<file path="config.mk">
export PLATFORM = sky130hd
export DESIGN_NAME = lpc_io_target
export DESIGN_NICKNAME = d
export VERILOG_FILES = /design/src/rtl/lpc_io_pkg.sv /design/src/rtl/lpc_io_seq.sv /design/src/rtl/lpc_io_capture.sv /design/src/rtl/lpc_io_drive.sv /design/src/rtl/lpc_io_target.sv
export SDC_FILE = /design/constraint.sdc
export NUM_CORES = 1
export LEC_CHECK = 0
export BUFFER_PORTS_ARGS = -buffer_cell sky130_fd_sc_hd__buf_2
export CORE_MARGIN = 2
export CORE_UTILIZATION = 49
export CTS_BUF_LIST = sky130_fd_sc_hd__clkbuf_16
export DETAILED_ROUTE_END_ITERATION = 8
export HOLD_SLACK_MARGIN = 0.12
export PLACE_DENSITY = 0.75
export SLEW_MARGIN = 10
export SYNTH_ARGS = -nofsm -noshare
export SYNTH_HDL_FRONTEND = slang
export SYNTH_SLANG_ARGS = --single-unit
export TNS_END_PERCENT = 50
</file>
<file path="constraint.sdc">
create_clock -name clk -period 1.9 [get_ports clk]
set_input_delay 0.38 -clock clk [delete_from_list [all_inputs] [get_ports clk]]
set_output_delay 0.38 -clock clk [all_outputs]
set_load 0.005 [all_outputs]
</file>
<file path="src/rtl/lpc_io_pkg.sv">
package lpc_io_pkg;

    typedef enum logic [2:0] {
        PH_IDLE,
        PH_START,
        PH_ADDR,
        PH_WDAT,
        PH_TAR1,
        PH_SYNC,
        PH_RDAT,
        PH_TAR2
    } phase_e;

    typedef struct packed {
        phase_e     ph;
        logic [1:0] cnt;
        logic       wr;
    } seq_t;

    localparam int unsigned ADDR_W    = 16;
    localparam int unsigned NIB_W     = 4;
    localparam int unsigned ADDR_NIBS = ADDR_W / NIB_W;
    localparam logic [1:0]  ADDR_LAST = 2'(ADDR_NIBS - 1);

    localparam logic [3:0] NIB_START_TGT = 4'h0;
    localparam logic [3:0] NIB_SYNC_WAIT = 4'h5;
    localparam logic [3:0] NIB_SYNC_OK   = 4'h0;
    localparam logic [3:0] NIB_TURN      = 4'hF;

    function automatic logic in_window(input logic [ADDR_W-1:0] a,
                                       input logic [ADDR_W-1:0] base,
                                       input int unsigned       lg);
        return (a >> lg) == (base >> lg);
    endfunction

endpackage

</file>
<file path="src/rtl/lpc_io_seq.sv">
module lpc_io_seq
    import lpc_io_pkg::*;
(
    input  logic       clk,
    input  logic       rst,
    input  logic       frame_n,
    input  logic [3:0] ad_i,
    input  logic       hit,
    input  logic       ready,
    output seq_t       seq
);
    logic start_ok;

    always_ff @(posedge clk) begin
        if (rst) begin
            seq      <= '{ph: PH_IDLE, cnt: 2'd0, wr: 1'b0};
            start_ok <= 1'b0;
        end else if (!frame_n) begin
            // Framing low: abort anything, last start nibble wins
            seq.ph   <= PH_START;
            seq.cnt  <= 2'd0;
            start_ok <= (ad_i == NIB_START_TGT);
        end else begin
            case (seq.ph)
                PH_START: begin
                    if (start_ok && ad_i[3:2] == 2'b00) begin
                        seq.ph  <= PH_ADDR;
                        seq.wr  <= ad_i[1];
                        seq.cnt <= 2'd0;
                    end else begin
                        seq.ph <= PH_IDLE;
                    end
                end
                PH_ADDR: begin
                    if (seq.cnt == ADDR_LAST) begin
                        seq.ph  <= seq.wr ? PH_WDAT : PH_TAR1;
                        seq.cnt <= 2'd0;
                    end else begin
                        seq.cnt <= seq.cnt + 2'd1;
                    end
                end
                PH_WDAT: begin
                    if (seq.cnt[0]) begin
                        seq.ph  <= PH_TAR1;
                        seq.cnt <= 2'd0;
                    end else begin
                        seq.cnt <= seq.cnt + 2'd1;
                    end
                end
                PH_TAR1: begin
                    if (seq.cnt[0]) begin
                        seq.ph  <= hit ? PH_SYNC : PH_IDLE;
                        seq.cnt <= 2'd0;
                    end else begin
                        seq.cnt <= seq.cnt + 2'd1;
                    end
                end
                PH_SYNC: begin
                    if (ready) begin
                        seq.ph  <= seq.wr ? PH_TAR2 : PH_RDAT;
                        seq.cnt <= 2'd0;
                    end
                end
                PH_RDAT: begin
                    if (seq.cnt[0]) begin
                        seq.ph  <= PH_TAR2;
                        seq.cnt <= 2'd0;
                    end else begin
                        seq.cnt <= seq.cnt + 2'd1;
                    end
                end
                PH_TAR2: begin
                    if (seq.cnt[0]) begin
                        seq.ph  <= PH_IDLE;
                        seq.cnt <= 2'd0;
                    end else begin
                        seq.cnt <= seq.cnt + 2'd1;
                    end
                end
                default: begin
                    seq.ph  <= PH_IDLE;
                    seq.cnt <= 2'd0;
                end
            endcase
        end
    end
endmodule

</file>
<file path="src/rtl/lpc_io_capture.sv">
module lpc_io_capture
    import lpc_io_pkg::*;
(
    input  logic              clk,
    input  logic              rst,
    input  logic              frame_n,
    input  seq_t              seq,
    input  logic [3:0]        ad_i,
    input  logic              ready,
    input  logic [7:0]        rdata,
    output logic [ADDR_W-1:0] addr,
    output logic [7:0]        wdata,
    output logic [7:0]        rbuf
);
    always_ff @(posedge clk) begin
        if (rst) begin
            addr  <= '0;
            wdata <= '0;
            rbuf  <= '0;
        end else if (frame_n) begin
            case (seq.ph)
                PH_ADDR: addr <= {addr[ADDR_W-NIB_W-1:0], ad_i};
                PH_WDAT: begin
                    if (seq.cnt[0]) wdata[7:4] <= ad_i;
                    else            wdata[3:0] <= ad_i;
                end
                PH_SYNC: if (ready && !seq.wr) rbuf <= rdata;
                default: ;
            endcase
        end
    end
endmodule

</file>
<file path="src/rtl/lpc_io_drive.sv">
module lpc_io_drive
    import lpc_io_pkg::*;
(
    input  seq_t       seq,
    input  logic       ready,
    input  logic [7:0] rbuf,
    output logic [3:0] ad_o,
    output logic       ad_oe
);
    always_comb begin
        ad_oe = 1'b0;
        ad_o  = NIB_TURN;
        case (seq.ph)
            PH_SYNC: begin
                ad_oe = 1'b1;
                ad_o  = ready ? NIB_SYNC_OK : NIB_SYNC_WAIT;
            end
            PH_RDAT: begin
                ad_oe = 1'b1;
                ad_o  = seq.cnt[0] ? rbuf[7:4] : rbuf[3:0];
            end
            PH_TAR2: begin
                ad_oe = (seq.cnt == 2'd0);
                ad_o  = NIB_TURN;
            end
            default: ;
        endcase
    end
endmodule

</file>
<file path="src/rtl/lpc_io_target.sv">
module lpc_io_target
    import lpc_io_pkg::*;
#(
    parameter logic [15:0] WIN_BASE = 16'h02E0,
    parameter int unsigned WIN_LOG2 = 3
) (
    input  logic        clk,
    input  logic        rst,
    input  logic        frame_n,
    input  logic [3:0]  ad_i,
    output logic [3:0]  ad_o,
    output logic        ad_oe,
    output logic [15:0] reg_addr,
    output logic [7:0]  reg_wdata,
    output logic        reg_wr,
    output logic        reg_rd,
    input  logic [7:0]  reg_rdata,
    input  logic        reg_ready
);
    seq_t        seq;
    logic [15:0] addr_q;
    logic [7:0]  rbuf;
    logic        addr_hit;
    logic        done_now;

    assign addr_hit = in_window(addr_q, WIN_BASE, WIN_LOG2);

    lpc_io_seq u_seq (
        .clk     (clk),
        .rst     (rst),
        .frame_n (frame_n),
        .ad_i    (ad_i),
        .hit     (addr_hit),
        .ready   (reg_ready),
        .seq     (seq)
    );

    lpc_io_capture u_cap (
        .clk     (clk),
        .rst     (rst),
        .frame_n (frame_n),
        .seq     (seq),
        .ad_i    (ad_i),
        .ready   (reg_ready),
        .rdata   (reg_rdata),
        .addr    (addr_q),
        .wdata   (reg_wdata),
        .rbuf    (rbuf)
    );

    lpc_io_drive u_drv (
        .seq   (seq),
        .ready (reg_ready),
        .rbuf  (rbuf),
        .ad_o  (ad_o),
        .ad_oe (ad_oe)
    );

    // Completion clock; an abort in the same clock suppresses the strobe
    assign done_now  = (seq.ph == PH_SYNC) && reg_ready && frame_n;
    assign reg_wr    = done_now && seq.wr;
    assign reg_rd    = done_now && !seq.wr;
    assign reg_addr  = addr_q;
endmodule

</file>
* Word level (Yosys, flattened, before mapping)
Index checks and enable logic that the tools add are counted.
** Storage, ports and cells
- Output and inout port bits :: 31
- Register bits after elaboration :: 39
- Logic and storage cells :: 73
- Input bits :: 16
** Cells by class
- Bitwise gates (word level) :: 2
- Muxes and demuxes :: 19
- Reduce and logical (&&, ||, !) cells :: 20
- Equality and inequality tests :: 22
- Add/subtract/negate cells :: 1
** Operator list (count)
- case mux 5 bit (7 select lines) :: 1
- 2-to-1 mux 3 bit :: 10
- inequality test 3 bit, second input constant :: 5
- equality test 13 x 7 -> 1 bit, second input constant :: 1
- equality test 3 bit, second input constant :: 4
- AND reduction 3 bit :: 4
- AND reduction 6 bit :: 2
- inequality test 2 bit, second input constant :: 5
- case mux 4 bit (2 select lines) :: 1
- equality test 3 x 2 -> 1 bit, second input constant :: 2
- logical AND 1 bit :: 6
- 2-to-1 mux 2 bit :: 3
- 2-to-1 mux 5 bit :: 1
- zero test 2 bit :: 2
- zero test 4 bit :: 1
- 2-to-1 mux 4 bit :: 1
- inequality test 2 x 1 -> 1 bit, second input constant :: 2
- AND reduction 2 bit :: 2
- OR reduction 2 bit :: 2
- equality test 3 x 1 -> 1 bit, second input constant :: 1
- inequality test 3 x 2 -> 1 bit, second input constant :: 1
- adder 2 x 1 -> 2 bit, second input constant :: 1
- equality test 2 bit, second input constant :: 1
- inverter 1 bit :: 2
- other kinds (3) :: 3

* Longest topological paths before layout
- Depth after elaboration :: 5
- Depth in mapped cells :: 6
- Gate-level depth less buffers :: 5

* Cells and area by module
Synthesis repeated with hierarchy kept, for this count alone.
** Unflattened totals
- Cell total of the unflattened synthesis :: 230
- Area total of the unflattened synthesis :: 2028.2 µm²
** Modules (own cells, without submodules)
- lpc_io_capture :: area each 1305.0 µm², cells an instance 142, times used 1, sequential area each 640.6 µm²
- lpc_io_seq :: area each 531.8 µm², cells an instance 66, times used 1, sequential area each 140.1 µm²
- lpc_io_drive :: area each 121.4 µm², cells an instance 14, times used 1, sequential area each 0.0 µm²
- lpc_io_target :: area each 70.1 µm², cells an instance 8, times used 1, sequential area each 0.0 µm²

* Worst setup path before layout
No wires, ideal clock.
- Kind :: reg-to-output
- Start point :: register u_seq.seq[1] (netlist name)
- End point :: output ad_o[0]
- Required time :: 1.520 ns
- Stages on the path, launching flop included :: 5
- Slack :: 0.313 ns
- Arrival :: 1.207 ns
- Path buffers :: 1
- Cells stage by stage :: dfxtp_1 -> buf_1 -> mux2_2 -> o21ai_0 -> nand2_1
** On the way
- Longest elaborated chain between the ends :: 2
** Ends and longest elaborated chain
- 2-to-1 mux 4 bit :: line lpc_io_drive.sv:20 : ad_o = seq.cnt[0] ? rbuf[7:4] : rbuf[3:0];
- case mux 4 bit (2 select lines) :: line lpc_io_drive.sv:13 : case (seq.ph)
- end: declaration :: line lpc_io_target.sv:11 : output logic [3:0] ad_o,
Every way passes these cells.

* Worst setup path in the final report
- Start point :: register u_seq.seq[4] (netlist name)
- End point :: output ad_o[1]
** On the way
- Longest elaborated chain between the ends :: 2
- Elaborated cells on any way between the ends :: 3
- Those cells by class :: eq/ne (2); mux (1)
** Ends and longest elaborated chain (line)
- equality test 3 bit :: lpc_io_drive.sv:13
- case mux 4 bit (2 select lines) * :: lpc_io_drive.sv:13
Every way passes the cells marked *; elsewhere a longest branch is shown, timed or not.

==> results by group <==
Drt
  – Remaining DRCs: 0
  – Routed via count: 1698
  – Final wirelength: 4.20 mm
  – Via/cell ratio: 5.39
  – Antenna viol nets, final: 0
  – Drt pass-1 iters: 4
  – Wire per inst: 13.3 um
  – Iteration-0 DRC count of the detailed router: 91

STA
  – Min Tclk post-route: 1.81 ns
  – Rel. slew slack: 69.4%
  – Layout Skew: 0.00161 ns
  – Actual slew at the worst max-slew pin: 0.456 ns
  – Post-route worst setup slack: 0.0907 ns
  – Highest clock rate: 553 MHz
  – Setup violators final: 0
  – Slew Viols, Final: 0
  – Final hold vios: 0
  – Hold WS: 0.337 ns
  – Post-route clock period utilization: 95.2%

Cells and area
  – Nets: 285
  – Antenna cells: 0
  – Commonest non-fill, non-tap cell in the layout: buf_2
  – Fin util: 62.7%
  – Most frequent cells in the layout: buf_2 (46), nand2_1 (37), dfxtp_1 (36), a21oi_1 (22), nor2_1 (22)
  – Layout cells sized above 1: 25.8%
  – FF/Latch Area: 785 um^2
  – Fill count: 348
  – Multi-input gate area: 950 um^2
  – Cell Count, Final, Fillers Out: 315
  – Area growth from synthesis to layout: 24.1%

Die
  – Io pins: 47
  – Area of the core: 0.00361 mm^2
  – Die ar.: 0.00422 mm^2
  – Initial core utilization: 50.5%
  – Row cnt: 22
  – Width of the die: 65.0 um
  – DIE HEIGHT: 65.0 um

Status
  – Status: finished clean

Setup path
  – WP data required: 1.52 ns
  – Worst setup SP type: register
  – Worst R2R Path Depth: 6
  – Worst reg2reg startpoint: u_seq.seq[4]$_SDFFE_PP0P_
  – WP data arrival: 1.43 ns
  – Cell Chain, Critical Path: nand2b_1, a211oi_1, o21ai_0, buf_2
  – Capturing point of the worst reg2reg path: u_seq.seq[3]$_SDFFE_PP0P_
  – End of the critical path: ad_o[1]
  – Critical path launch point: u_seq.seq[4]$_SDFFE_PP0P_
  – R2R Setup Slk: 0.28 ns
  – Max incr delay on CP: 0.43 ns
  – Critical-path maximum fanout: 8
  – Critical Path End Type: output port
  – Slowest-stage cell, CP: dfxtp_1
  – Crit path kind: register to output port

Clocking
  – Clock Pin Slew Worst Setup and Hold Paths: 0.05 ns
  – Setup repair bufs after CTS: 0
  – CTS Buf Count: 5
  – Num Clock Sinks: 39
  – H-tree level count: 2
  – Post-CTS sizing: 0
  – Clk_lat worst skew: 0.28 ns
  – Clock buffer depth: 2
  – Hold-fix buffers at CTS: 0
  – Root buffer cell: clkbuf_16
  – CTS tree: built

Place
  – Placed cells: 307
  – Pre-CTS setup slack: 0.281 ns
  – Detail Placement HPWL: 2.91 mm
  – PortBufs: 46
  – RD Place Congestion: 0.931

Logic synthesis
  – Post-synth ARST share: 0%
  – Post-Syn Instances: 218
  – Synth Register Bits: 39
  – Sequential-to-total area share from yosys stat: 42.9%
  – EDFF count, synth: 0
  – Mapped Avg Cell Area: 8.35 um^2
  – Mapped cell area: 0.00182 mm^2
  – Ys Warns: 0
  – Synth cell types: 42
  – Main synth FF type: dfxtp_1
  – Post-synth net total: 237

Global routing
  – Vias in the first global route: 1562
  – GRT overflow: 0
  – Total track usage: 22.2%
  – First-pass GRT wire length: 7.23 mm
  – Largest net degree at the start of global routing: 30
  – Initial antenna violation count: 0

Power
  – Power Density: 734 mW/mm^2
  – Pleak: 0.947 nW
  – VDD IR-drop max: 552 uV

Worst hold path
  – Hold Crit Class: input port to register

Run
  – Max Cap Viol: 0
-- power breakdown --
part	switching, mW	internal [mW]
clock network	0.300	0.473
logic	0.0397	0.0237
registers	0.00252	0.820
total	0.342	1.32
-- synth_stat cells (all sizes together) (2+ instances only) --
cell	count	share of area [%]
nor4b	2	0.96
nand3	2	0.55
a22o	2	0.96
buf	8	2.4
clkbuf	7	1.4
o21ai	10	2.7
nor4bb	2	1.1
dfxtp	39	43
o211ai	2	0.82
nor2	22	4.5
nand2b	3	1.0
a21oi	22	6.0
a22oi	2	0.82
a211oi	3	1.5
nor3	2	0.55
ha	3	2.1
nand3b	2	0.82
and4	2	0.96
mux2i	16	8.8
nor2b	6	2.1
mux2	2	1.2
inv	6	1.2
o22ai	2	0.69
nand2	37	7.6
-- how the worst min path moves through the flow --
| stage | start | to | depth (start not counted) |
|---|---|---|---|
| final | reg_rdata[0] | u_cap.rbuf[0]$_SDFFE_PP0P_ | 3 |
| after floorplan | u_cap.rbuf[1]$_SDFFE_PP0P_ | u_cap.rbuf[1]$_SDFFE_PP0P_ | 2 |
| after global placement | u_cap.addr[2]$_SDFFE_PP0P_ | u_cap.addr[6]$_SDFFE_PP0P_ | 2 |
| after global routing | reg_rdata[0] | u_cap.rbuf[0]$_SDFFE_PP0P_ | 3 |
| after CTS | reg_rdata[0] | u_cap.rbuf[0]$_SDFFE_PP0P_ | 3 |
| after detailed placement | u_cap.addr[2]$_SDFFE_PP0P_ | u_cap.addr[6]$_SDFFE_PP0P_ | 2 |
-- layer usage --
layer  up-vias  routed length [um]  GRT usage (%)
li1        855                   -              -
met1       779                2040           30.6
met4         0                  34           7.18
met5         -                   0              0
met3         5                 203           6.42
met2        59                1920           33.4
-- flip-flops by register name, indices dropped and copies added (netlist names) --
register	cells
u_cap.addr	16
u_cap.rbuf	8
u_cap.wdata	8
u_seq.seq	6
u_seq.start_ok	1
-- per-stage QoR --
stage,TNS (ns),power (mW),instance area (um^2)
floorplan,0,0.869,1820
global placement,0,0.903,2120
detailed placement,0,0.902,2120
CTS,0,1.67,2250
global route,-0.00768,1.73,2260
finish,0,1.66,2260
-- worst max-delay path: cells and delay by family, from the launching register on --
kind	cells	cell delay (ns)
AOI/OAI and AO/OA	2	0.36
buffers and inverters	1	0.13
DFF	1	0.43
and+or+nand+nor	1	0.23
-- final cells by class --
type / instances / share of cell area [%]
clock buffers: 5 / 5.54
multi-input cells: 158 / 42.0
flip-flops and latches: 39 / 34.7
repair buffers: 56 / 13.5
inverters: 6 / 0.997
well taps: 48 / 2.66
clock inverters: 3 / 0.554
-- logic make-up after synthesis --
logic type	count (synthesis)	share of synthesized area, %
compound gates	52	17.8
mux	18	10.0
simple gates	85	22.1
buf+inv	21	5.09
flops	39	42.9
fa+ha+maj	3	2.06
(Power assumes the default switching activity.)
